[src/rtl/fdc_reg_pkg.sv]
package fdc_reg_pkg;
  localparam int unsigned IDX_W = 4;
  localparam int unsigned IRQ_W = 6;
  localparam int unsigned DW    = 8;
  localparam logic [DW-1:0] ERR_MASK = 8'hC5;
  localparam int unsigned CTL_IE    = 0;
  localparam int unsigned SETUP_RST = 7;

  typedef enum logic [IDX_W-1:0] {
    RI_DATA = 4'd0, RI_TIMER, RI_ERR, RI_MODE, RI_SEL, RI_SETUP, RI_CTRL, RI_STAT,
    RI_INTR, RI_NSEEK, RI_CTRACK, RI_CSECT, RI_GAP, RI_SECTOR, RI_NSECT, RI_IEN
  } reg_idx_e;
endpackage

[src/rtl/fdc_tick_timer.sv]
module fdc_tick_timer #(
  parameter int unsigned CLK_PER_US = 8,
  parameter int unsigned W = 8
) (
  input  logic         clk_i,
  input  logic         rst_ni,
  input  logic         load_i,
  input  logic [W-1:0] load_val_i,
  output logic [W-1:0] cnt_o,
  output logic         done_o
);
  localparam int unsigned PW = (CLK_PER_US > 1) ? $clog2(CLK_PER_US) : 1;
  localparam logic [PW-1:0] PMAX = PW'(CLK_PER_US - 1);

  logic [PW-1:0] presc_q;
  logic [W-1:0]  cnt_q;
  logic          tick;

  assign tick   = (presc_q == PMAX);
  assign done_o = tick && !load_i && (cnt_q == W'(1));
  assign cnt_o  = cnt_q;

  always_ff @(posedge clk_i or negedge rst_ni) begin
    if (!rst_ni) begin
      presc_q <= '0;
      cnt_q   <= '0;
    end else begin
      presc_q <= (load_i || tick) ? '0 : presc_q + PW'(1);
      if (load_i)                   cnt_q <= load_val_i;
      else if (tick && cnt_q != '0) cnt_q <= cnt_q - W'(1);
    end
  end
endmodule

[src/rtl/fdc_sticky_flags.sv]
module fdc_sticky_flags #(
  parameter int unsigned W = 8,
  parameter logic [W-1:0] MASK = '1
) (
  input  logic         clk_i,
  input  logic         rst_ni,
  input  logic [W-1:0] ev_i,
  input  logic         clr_i,
  input  logic         hold_i,
  output logic [W-1:0] flags_o
);
  logic [W-1:0] q;

  // new events win over the clearing read
  always_ff @(posedge clk_i or negedge rst_ni) begin
    if (!rst_ni)     q <= '0;
    else if (hold_i) q <= '0;
    else             q <= (clr_i ? '0 : q) | (ev_i & MASK);
  end

  assign flags_o = q;
endmodule

[src/rtl/fdc_ctrl_reg.sv]
module fdc_ctrl_reg #(
  parameter int unsigned W = 8
) (
  input  logic         clk_i,
  input  logic         rst_ni,
  input  logic         bic_i,
  input  logic         bis_i,
  input  logic [W-1:0] wdata_i,
  input  logic         hold_i,
  output logic [W-1:0] ctrl_o
);
  logic [W-1:0] q;

  always_ff @(posedge clk_i or negedge rst_ni) begin
    if (!rst_ni)     q <= '0;
    else if (hold_i) q <= '0;
    else if (bic_i)  q <= q & ~wdata_i;
    else if (bis_i)  q <= q | wdata_i;
  end

  assign ctrl_o = q;
endmodule

[src/rtl/fdc_regfile.sv]
module fdc_regfile
  import fdc_reg_pkg::*;
#(
  parameter int unsigned ADDR_W      = 8,
  parameter int unsigned STRIDE_LOG2 = 4,
  parameter int unsigned CLK_PER_US  = 8
) (
  input  logic              clk_i,
  input  logic              rst_ni,
  input  logic [ADDR_W-1:0] addr_i,
  input  logic              wr_i,
  input  logic              rd_i,
  input  logic [DW-1:0]     wdata_i,
  output logic [DW-1:0]     rdata_o,
  input  logic [DW-1:0]     data_i,
  input  logic [DW-1:0]     ctrack_i,
  input  logic [DW-1:0]     csect_i,
  input  logic              fifo1_i,
  input  logic              fifo2_i,
  input  logic              line_i,
  input  logic              mark_i,
  input  logic [IRQ_W-1:0]  irq_src_i,
  input  logic [DW-1:0]     err_src_i,
  output logic [DW-1:0]     ctrl_o,
  output logic [DW-1:0]     setup_o,
  output logic [DW-1:0]     mode_o,
  output logic [DW-1:0]     select_o,
  output logic [DW-1:0]     nseek_o,
  output logic [DW-1:0]     gap_o,
  output logic [DW-1:0]     sector_o,
  output logic [DW-1:0]     nsect_o,
  output logic              irq_o
);
  reg_idx_e              idx;
  logic [STRIDE_LOG2-1:0] addr_unused;
  logic                  swrst;
  logic [DW-1:0]         mode_q, sel_q, setup_q, nseek_q, gap_q, sector_q, nsect_q;
  logic [IRQ_W-1:0]      ien_q, intr_q, irq_ev;
  logic [DW-1:0]         err_q, tmr_cnt, ctrl_q, status;
  logic                  tmr_done;

  assign idx         = reg_idx_e'(addr_i[STRIDE_LOG2 +: IDX_W]);
  assign addr_unused = addr_i[STRIDE_LOG2-1:0];
  assign swrst       = setup_q[SETUP_RST];

  always_ff @(posedge clk_i or negedge rst_ni) begin
    if (!rst_ni) begin
      mode_q <= '0; sel_q <= '0; setup_q <= '0; nseek_q <= '0;
      gap_q <= '0; sector_q <= '0; nsect_q <= '0; ien_q <= '0;
    end else if (wr_i) begin
      unique case (idx)
        RI_MODE:   mode_q   <= wdata_i;
        RI_SEL:    sel_q    <= wdata_i;
        RI_SETUP:  setup_q  <= wdata_i;
        RI_NSEEK:  nseek_q  <= wdata_i;
        RI_GAP:    gap_q    <= wdata_i;
        RI_SECTOR: sector_q <= wdata_i;
        RI_NSECT:  nsect_q  <= wdata_i;
        RI_IEN:    ien_q    <= wdata_i[IRQ_W-1:0];
        default: ;
      endcase
    end
  end

  fdc_ctrl_reg #(.W(DW)) u_ctrl (
    .clk_i, .rst_ni,
    .bic_i   (wr_i && idx == RI_CTRL),
    .bis_i   (wr_i && idx == RI_STAT),
    .wdata_i,
    .hold_i  (swrst),
    .ctrl_o  (ctrl_q)
  );

  fdc_tick_timer #(.CLK_PER_US(CLK_PER_US), .W(DW)) u_tmr (
    .clk_i, .rst_ni,
    .load_i     (wr_i && idx == RI_TIMER),
    .load_val_i (wdata_i),
    .cnt_o      (tmr_cnt),
    .done_o     (tmr_done)
  );

  assign irq_ev = irq_src_i | {{(IRQ_W-1){1'b0}}, tmr_done};

  fdc_sticky_flags #(.W(IRQ_W), .MASK('1)) u_intr (
    .clk_i, .rst_ni,
    .ev_i    (irq_ev),
    .clr_i   (rd_i && idx == RI_INTR),
    .hold_i  (swrst),
    .flags_o (intr_q)
  );

  fdc_sticky_flags #(.W(DW), .MASK(ERR_MASK)) u_err (
    .clk_i, .rst_ni,
    .ev_i    (err_src_i),
    .clr_i   (rd_i && idx == RI_ERR),
    .hold_i  (swrst),
    .flags_o (err_q)
  );

  assign irq_o  = ctrl_q[CTL_IE] && (|(intr_q & ien_q));
  assign status = {fifo1_i, fifo2_i, |err_q, 1'b0, line_i, 1'b0, irq_o, mark_i};

  always_comb begin
    unique case (idx)
      RI_DATA:   rdata_o = data_i;
      RI_TIMER:  rdata_o = tmr_cnt;
      RI_ERR:    rdata_o = err_q;
      RI_MODE:   rdata_o = mode_q;
      RI_SEL:    rdata_o = sel_q;
      RI_SETUP:  rdata_o = setup_q;
      RI_CTRL:   rdata_o = ctrl_q;
      RI_STAT:   rdata_o = status;
      RI_INTR:   rdata_o = DW'(intr_q);
      RI_NSEEK:  rdata_o = nseek_q;
      RI_CTRACK: rdata_o = ctrack_i;
      RI_CSECT:  rdata_o = csect_i;
      RI_GAP:    rdata_o = gap_q;
      RI_SECTOR: rdata_o = sector_q;
      RI_NSECT:  rdata_o = nsect_q;
      RI_IEN:    rdata_o = DW'(ien_q);
      default:   rdata_o = '0;
    endcase
  end

  assign ctrl_o   = ctrl_q;
  assign setup_o  = setup_q;
  assign mode_o   = mode_q;
  assign select_o = sel_q;
  assign nseek_o  = nseek_q;
  assign gap_o    = gap_q;
  assign sector_o = sector_q;
  assign nsect_o  = nsect_q;
endmodule

[config.mk]
export PLATFORM = sky130hd
export DESIGN_NAME = fdc_regfile
export DESIGN_NICKNAME = d
export VERILOG_FILES = /design/src/rtl/fdc_reg_pkg.sv /design/src/rtl/fdc_tick_timer.sv /design/src/rtl/fdc_sticky_flags.sv /design/src/rtl/fdc_ctrl_reg.sv /design/src/rtl/fdc_regfile.sv
export SDC_FILE = /design/constraint.sdc
export NUM_CORES = 1
export LEC_CHECK = 0
export ABC_AREA = 0
export BUFFER_PORTS_ARGS = -buffer_cell sky130_fd_sc_hd__buf_2
export CAP_MARGIN = 20
export CORE_MARGIN = 2
export CORE_UTILIZATION = 35
export DETAILED_ROUTE_END_ITERATION = 6
export GPL_TIMING_DRIVEN = 0
export SLEW_MARGIN = 10
export SYNTH_ARGS = -nofsm -noshare
export SYNTH_HDL_FRONTEND = slang
export SYNTH_HIERARCHICAL = 1
export SYNTH_SLANG_ARGS = --single-unit
[constraint.sdc]
create_clock -name clk_i -period 2.1 [get_ports clk_i]
set_input_delay 0.105 -clock clk_i [delete_from_list [all_inputs] [get_ports clk_i]]
set_output_delay 0.105 -clock clk_i [all_outputs]
set_load 0.1 [all_outputs]
==> results of run 1 <==
-- stage by stage --
| stage | cell area, um^2 | hold WS (ns) | setup TNS [ns] | setup WS [ns] | total power, mW |
|---|---|---|---|---|---|
| detailed placement | 6220 | 0.132 | -1.36 | -0.268 | 6.56 |
| finish | 6910 | 0.00606 | 0 | 0.0304 | 8.65 |
| global route | 6910 | 0.0166 | -0.0759 | -0.0567 | 8.96 |
| floorplan | 5330 | -0.191 | -0.685 | -0.354 | 5.69 |
| global placement | 6190 | 0.355 | -2.24 | -0.273 | 6.50 |
| CTS | 6770 | 0.00476 | -0.135 | -0.101 | 8.55 |
-- how the worst max path moves through the flow --
stage	to	slack, ns	cells after the start
floorplan	rdata_o[7]	-0.35	4
global placement	rdata_o[1]	-0.27	8
finish	rdata_o[5]	0.03	5
detailed placement	rdata_o[1]	-0.27	8
CTS	rdata_o[7]	-0.10	5
global route	rdata_o[5]	-0.06	5
-- report_power, final --
group / internal [mW] / total, mW / switching [mW]
registers: 2.21 / 2.69 / 0.480
clock network: 1.17 / 1.87 / 0.706
logic: 1.02 / 4.09 / 3.06
total: 4.40 / 8.65 / 4.25
-- critical path, stage by stage, from the launching register on --
cell and delay (ns):
dfrtp_2 0.45, nor4_4 0.23, nand2_1 0.08, a32o_1 0.28, o32a_4 0.40, buf_12 0.17
-- area by class of cell --
cell class	count	area, um^2	share of cell area [%]
plain buffers	32	199	2.88
well taps	184	230	3.33
flip-flops and latches	91	2310	33.5
multi-input cells	340	2880	41.7
repair buffers	140	862	12.5
inverters	21	78.8	1.14
clock buffers	10	229	3.32
clock inverters	6	114	1.65
-- per-layer routing --
layer	share of wire (%)	up-vias
li1	-	2113
met1	45	2452
met2	44	242
met3	7.5	41
met4	2.9	0
met5	0	-
-- layout by cell type, fill, tap and decap left out, drive strengths merged, types with 3 or more instances in the layout --
| cell type | count |
|---|---|
| nand3b | 3 |
| and2 | 6 |
| nand2b | 16 |
| nand4 | 5 |
| nor2 | 15 |
| o32a | 3 |
| dfrtp | 91 |
| or4 | 3 |
| nor3b | 3 |
| or4b | 5 |
| clkbuf | 18 |
| inv | 22 |
| conb | 4 |
| nand3 | 17 |
| a211o | 3 |
| nor4 | 3 |
| and3 | 15 |
| or2 | 3 |
| nor3 | 12 |
| a221oi | 5 |
| a22oi | 7 |
| o21ai | 11 |
| nand2 | 19 |
| a211oi | 9 |
| mux4 | 4 |
| a2bb2oi | 4 |
| a32oi | 3 |
| a22o | 3 |
| a31oi | 5 |
| nor4b | 3 |
| bufinv | 3 |
| dlygate4sd3 | 8 |
| mux2 | 73 |
| mux2i | 6 |
| nor2b | 9 |
| ha | 5 |
| buf | 156 |
| a21oi | 25 |
-- logic make-up (layout without fill, tap and decap cells) --
kind of cell	after synthesis	after routing	synth area share, %
AOI/OAI and AO/OA	103	103	14.1
adders and majority gates	5	5	1.20
buffers and inverters	53	209	4.98
DFF	91	91	43.6
muxes	83	83	18.6
other	1	4	0.0718
and+or+nand+nor	145	145	17.5
-- sequential cells by signal (all words and copies together), names as in the netlist --
name,count
gap_o,8
nseek_o,8
ien_q,6
u_ctrl/ctrl_o,8
select_o,8
u_tmr/cnt_o,8
nsect_o,8
u_err/flags_o,4
u_tmr/presc_q,3
u_intr/flags_o,6
sector_o,8
mode_o,8
setup_o,8
-- what timing repair did --
action / 4_1_cts / 5_1_grt
gates resized for setup: 29 / 27
hold endpoints to repair: 49 / 0
hold buffers: 8 / 0
setup buffers: 3 / 3
endpoints found under the setup margin: 11 / 10
pin swaps: 3 / 10
==> qor.csv, run 1 <==
stage;metric;value;unit
synth;sequential share of the synthesized area;43.6;%
synth;yosys warns;6;
drt;Vias;4848;
worst_setup_path;Reg2Reg Depth;6;
worst_setup_path;worst reg2reg startpoint;u_tmr/presc_q[0]$_DFF_PN0_;
clock_network;clock root buffer;clkbuf_16;
clock_network;clock sink count;91;
drt;Pre-antenna DRT Iters;6;
synth;Synth area leader;dfrtp_1;
synth;syn_area_per_cell;10.9;um^2
grt;grt peak-use layer;met2;
run_status;outcome;finished clean;
synth;post-synthesis async set-or-reset flop share;100;%
pwr;maximum vdd ir drop;0.000940;V
timing;fin crit period;2.07;ns
placement;I/O Buffers;125;
timing;Slew Limit Fails;0;
pwr;Power per Cell Area;1250;nW/um^2
drt;drt drc;0;
grt;gr ovfl total;0;
worst_setup_path;Arr. time, crit path;1.96;ns
hold_path;hold path depth;3;
floorplanning;Cell Rows;44;
drt;first-iteration detailed-routing DRC count;462;
drt;DR WL/cell;23.9;um
job;max cap viols;0;
pwr;Lkg Pwr;3.07;nW
drt;Final ANT Viol Nets;0;
grt;largest net degree at the start of global routing;50;
synth;area fraction of the dominant cell type after synthesis;43.6;%
clock_network;CTS tree;built;
timing;final hold violations;0;
grt;met2 Resource Use GR;36.5;%
final_layout;Synth-to-Final Area Change;32.2;%
timing;worst-margin pin slew;0.766;ns
grt;met1 global-route usage;34.8;%
placement;dpl cells;794;
timing;Clock Skew;0.00428;ns
grt;met3 GRT Util;6.33;%
final_layout;Core Util, Final;47.5;%
clock_network;CTS Buf Count;9;
timing;slew margin rel.;48.8;%
floorplanning;Die Ht;126;um
worst_setup_path;largest fanout on the critical path;3;
worst_setup_path;crit start category;flip-flop;
worst_setup_path;FF-to-FF setup slack;0.14;ns
worst_setup_path;Worst Setup SP;u_err/flags_o[0]$_DFF_PN0_;
synth;Synth Register Bits;91;
drt;vias per cell;5.88;
timing;RSZ-0062 raised after global routing;true;
floorplanning;die area;15900;um^2
clock_network;clk_lat worst skew;0.35;ns
floorplanning;core box area;14500;um^2
synth;Synth top cells by count;dfrtp_1, mux2_2, a21oi_1;
grt;first-pass GRT wire length;29700;um
drt;Routed WL;19700;um
hold_path;Hold Path Class;in -> reg;
floorplanning;# IOs;135;
synth;count leader, synth;dfrtp_1;
synth;synth top area cells;dfrtp_1, mux2_2, a21oi_1;
clock_network;H-tree depth;3;
synth;Cell Area, Synth;5230;um^2
clock_network;Max clock buf depth;2;
timing;Fmax achieved;0.483;GHz
final_layout;fin nets;702;
timing;final setup fails;0;
clock_network;clock slew at reported path FFs;0.06;ns
final_layout;Finished Layout Cells;824;
worst_setup_path;Worst EP required;2.00;ns
final_layout;diode count;0;
worst_setup_path;reg2reg end;u_tmr/cnt_o[7]$_DFFE_PN0P_;
hold_path;Min-Delay Endpoint;u_intr/flags_o[2]$_DFF_PN0_;
placement;final estimated routing congestion in global placement;0.957;
grt;initial antenna violation count;0;
synth;Syn Inst Count;481;
final_layout;layout cell share with drive strength beyond 1;50.0;%
synth;dominant synthesized flop cell;dfrtp_1;
grt;Total Routing Usage GR;24.6;%
floorplanning;die width;126;um
synth;Post-synth EDFFs;0;
timing;final worst path period share;98.6;%
final_layout;Fill cells;1395;
worst_setup_path;CP Capture Type;output port;
worst_setup_path;CP Class;reg -> out;
grt;vias in the first global route;4835;
synth;Synth cell types;71;
floorplanning;starting density of the core;36.0;%
hold_path;hold path start;irq_src_i[2];
placement;detailed placement HPWL;14300;um
No activity file was read; power rests on OpenSTA's default activity.
==> run 2: changes to the inputs <==
--- a/config.mk
+++ b/config.mk
@@ -12,6 +12,7 @@
 export CORE_UTILIZATION = 35
 export DETAILED_ROUTE_END_ITERATION = 6
 export GPL_TIMING_DRIVEN = 0
+export MAX_ROUTING_LAYER = met4
 export SLEW_MARGIN = 10
 export SYNTH_ARGS = -nofsm -noshare
 export SYNTH_HDL_FRONTEND = slang
==> run 2 against run 1 <==
Net effect: the run now ends with setup timing left; clock skew rose by 0.0041 ns; sequential power barely moved; setup slack got worse by 0.064 ns; global-route usage rose by 0.98 points; critical path depth did not move; final cell count rose by 0.24%; via count fell by 0.45%; critical endpoint unchanged; worst hold slack got worse by 0.0027 ns; flip-flop and latch count did not move.
==> qor.csv, run 2 (same netlist as run 1, synthesis figures left out) <==
stage;metric;value;unit;change
final_layout;fin nets;704;;+0.28%
grt;Total Routing Usage GR;25.6;%;+0.98 points
clock_network;H-tree depth;3;;unchanged
floorplanning;Cell Rows;44;;unchanged
worst_setup_path;Worst EP required;2.00;ns;about the same
grt;initial antenna violation count;0;;unchanged
job;max cap viols;0;;unchanged
placement;Area after DPL;6220;um^2;unchanged
pwr;Sw Ratio;51.2;%;+2.0 points
worst_setup_path;Buf/Inv on CP;1;;unchanged
clock_network;CTS Buf Count;9;;unchanged
worst_setup_path;CP Capture Type;output port;;
worst_setup_path;Arr. time, crit path;2.03;ns;+0.07 ns
drt;Vias;4826;;-0.45%
pwr;Lkg Pwr;3.03;nW;-1.3%
floorplanning;die area;15900;um^2;unchanged
timing;fin crit period;2.13;ns;+0.0637 ns
grt;vias in the first global route;4704;;-2.7%
timing;Hold Slack;0.00332;ns;-0.00273 ns
hold_path;Hold Path Class;in -> reg;;
timing;Fmax achieved;0.469;GHz;-3.0%
clock_network;clock sink count;91;;unchanged
timing;Clock Skew;0.00833;ns;+0.00406 ns
worst_setup_path;WP depth;5;;unchanged
clock_network;clock slew at reported path FFs;0.07;ns;about the same
drt;vias per cell;5.84;;-0.69%
timing;worst-margin pin slew;0.706;ns;-0.0603 ns
drt;Pre-antenna DRT Iters;5;;-1
pwr;P_sw;4.26;mW;+0.15%
worst_setup_path;largest fanout on the critical path;3;;unchanged
clock_network;CTS tree;built;;
worst_setup_path;FF-to-FF setup slack;0.10;ns;-0.04 ns
worst_setup_path;Reg2Reg Depth;5;;-1
drt;Final ANT Viol Nets;0;;unchanged
placement;final estimated routing congestion in global placement;0.964;;+0.76%
timing;final hold violations;0;;unchanged
run_status;failing checks;setup timing;;
final_layout;commonest non-fill, non-tap cell in the layout;buf_2;;
final_layout;Fill cells;1424;;+2.1%
drt;DR WL/cell;23.8;um;-0.32%
final_layout;Post-Layout Inst Area;6790;um^2;-1.7%
grt;gr ovfl total;0;;unchanged
pwr;Clock Power Share;19.0;%;-2.7 points
floorplanning;core box area;14500;um^2;unchanged
drt;drt drc;0;;unchanged
grt;largest net degree at the start of global routing;50;;unchanged
timing;slew margin rel.;52.8;%;+4.1 points
timing;Slew Limit Fails;0;;unchanged
final_layout;Synth-to-Final Area Change;29.9;%;
worst_setup_path;slowest cell on the critical path;mux4_2;;
worst_setup_path;worst reg2reg startpoint;u_tmr/cnt_o[0]$_DFFE_PN0P_;;
floorplanning;die width;126;um;unchanged
timing;final worst path period share;102;%;+3.0 points
drt;Routed WL;19700;um;about the same
worst_setup_path;delay-heaviest family, CP;compound AO/OA/AOI/OAI gates;;
pwr;Internal;4.06;mW;-7.7%
clock_network;clk_lat worst skew;0.36;ns;about the same
timing;RSZ-0062 raised after global routing;true;;
clock_network;clock root buffer;clkbuf_16;;
placement;detailed placement HPWL;14400;um;+0.76%
final_layout;most frequent cells in the layout;buf_2, mux2_2, dfrtp_1, a21oi_1, dfrtp_2;;
worst_setup_path;CP Class;reg -> out;;
timing;final setup fails;1;;+1
final_layout;layout cell share with drive strength beyond 1;49.7;%;-0.31 points
pwr;maximum vdd ir drop;0.00101;V;+7.2%
final_layout;Multi-input gate area;2810;um^2;-2.6%
pwr;Seq pwr share;32.1;%;+1.0 points
grt;first-pass GRT wire length;29500;um;-0.65%
final_layout;storage element area;2310;um^2;about the same
worst_setup_path;crit start category;flip-flop;;
worst_setup_path;worst path cell trace;mux4_2 > a21oi_2 > nor2_1 > o32a_2 > buf_12;;
worst_setup_path;Worst Setup EP;rdata_o[5];;
placement;I/O Buffers;125;;unchanged
clock_network;Max clock buf depth;2;;unchanged
pwr;Comb pwr share;48.9;%;+1.7 points
timing;post-route setup slack;-0.0333;ns;-0.0637 ns
run_status;outcome;complete, but fails checks;;
floorplanning;# IOs;135;;unchanged
pwr;Power per Cell Area;1230;nW/um^2;-2.2%
worst_setup_path;crit-path max cell delay;0.49;ns;+0.04 ns
timing;setup TNS;-0.0333;ns;-0.0333 ns
drt;first-iteration detailed-routing DRC count;398;;-14%
final_layout;diode count;0;;unchanged
worst_setup_path;Worst Setup SP;gap_o[5]$_DFFE_PN0P_;;
floorplanning;Die Ht;126;um;unchanged
worst_setup_path;reg2reg end;u_tmr/cnt_o[4]$_DFFE_PN0P_;;
floorplanning;starting density of the core;36.0;%;unchanged
pwr;Final Power;8.32;mW;-3.8%
## run 2: cell types whose count changed in the layout (fill, tap and decap cells not counted), sizes merged
cell	change
bufinv	-3
clkinv	+3
inv	+1
clkinvlp	-1
clkbuf	+1
dlygate4sd3	+1
## run 2: worst min-delay path, delay by kind of cell
family                 cells  cell delay, ns
AO/OA/AOI/OAI              1            0.06
buffers and inverters      2            0.14
## run 2: how the worst min path moves through the flow
stage,from,to,slack (ns),depth (start not counted)
floorplan,rst_ni,gap_o[0]$_DFFE_PN0P_,-0.19,0
global placement,irq_src_i[5],u_intr/flags_o[5]$_DFF_PN0_,0.35,3
detailed placement,rst_ni,gap_o[1]$_DFFE_PN0P_,0.14,1
CTS,irq_src_i[3],u_intr/flags_o[3]$_DFF_PN0_,0.001,3
global route,irq_src_i[3],u_intr/flags_o[3]$_DFF_PN0_,0.006,3
finish,irq_src_i[3],u_intr/flags_o[3]$_DFF_PN0_,0.003,3
## run 2: timing repair
item	4_1_cts	5_1_grt
gates resized for setup	21	23
buffers inserted	3	4
hold endpoints to repair	50	0
endpoints found under the setup margin	15	9
pin swaps	0	6
hold buffers	9	0
## run 2: routing by layer
layer  up-vias  wire length, um  global-route usage [%]
met4         0              691                    10.1
li1       2117                -                       -
met5         -                0                       -
met3        41             1390                    5.48
met2       235             8540                    35.8
met1      2433             9050                    36.2
## run 2: final cells by class
type	instances	area share, %
Sequential cell	91	34.1
Clock inverter	6	0.701
Tap cell	184	3.39
Buffer	32	2.93
Clock buffer	10	3.52
Inverter	21	1.16
Timing Repair Buffer	142	12.9
Multi-Input combinational cell	340	41.4
## run 2: power by group through the flow
stage	combinational, mW	sequential (mW)	clock, mW
4_1_cts	3.98	2.67	1.61
3_3_place_gp	3.81	2.69	0
6_report	4.07	2.67	1.58
2_1_floorplan	1.20	4.49	0
5_1_grt	4.22	2.72	1.69
3_5_place_dp	3.86	2.71	0
## run 2: metrics by stage
step | cells | util (%) | worst slack (ns)
floorplan | 484 | - | -0.354
global placement | 793 | 42.6 | -0.268
detailed placement | 794 | 42.8 | -0.258
CTS | 822 | 46.0 | -0.0580
global route | 826 | 46.7 | -0.0934
finish | 826 | 46.7 | -0.0333
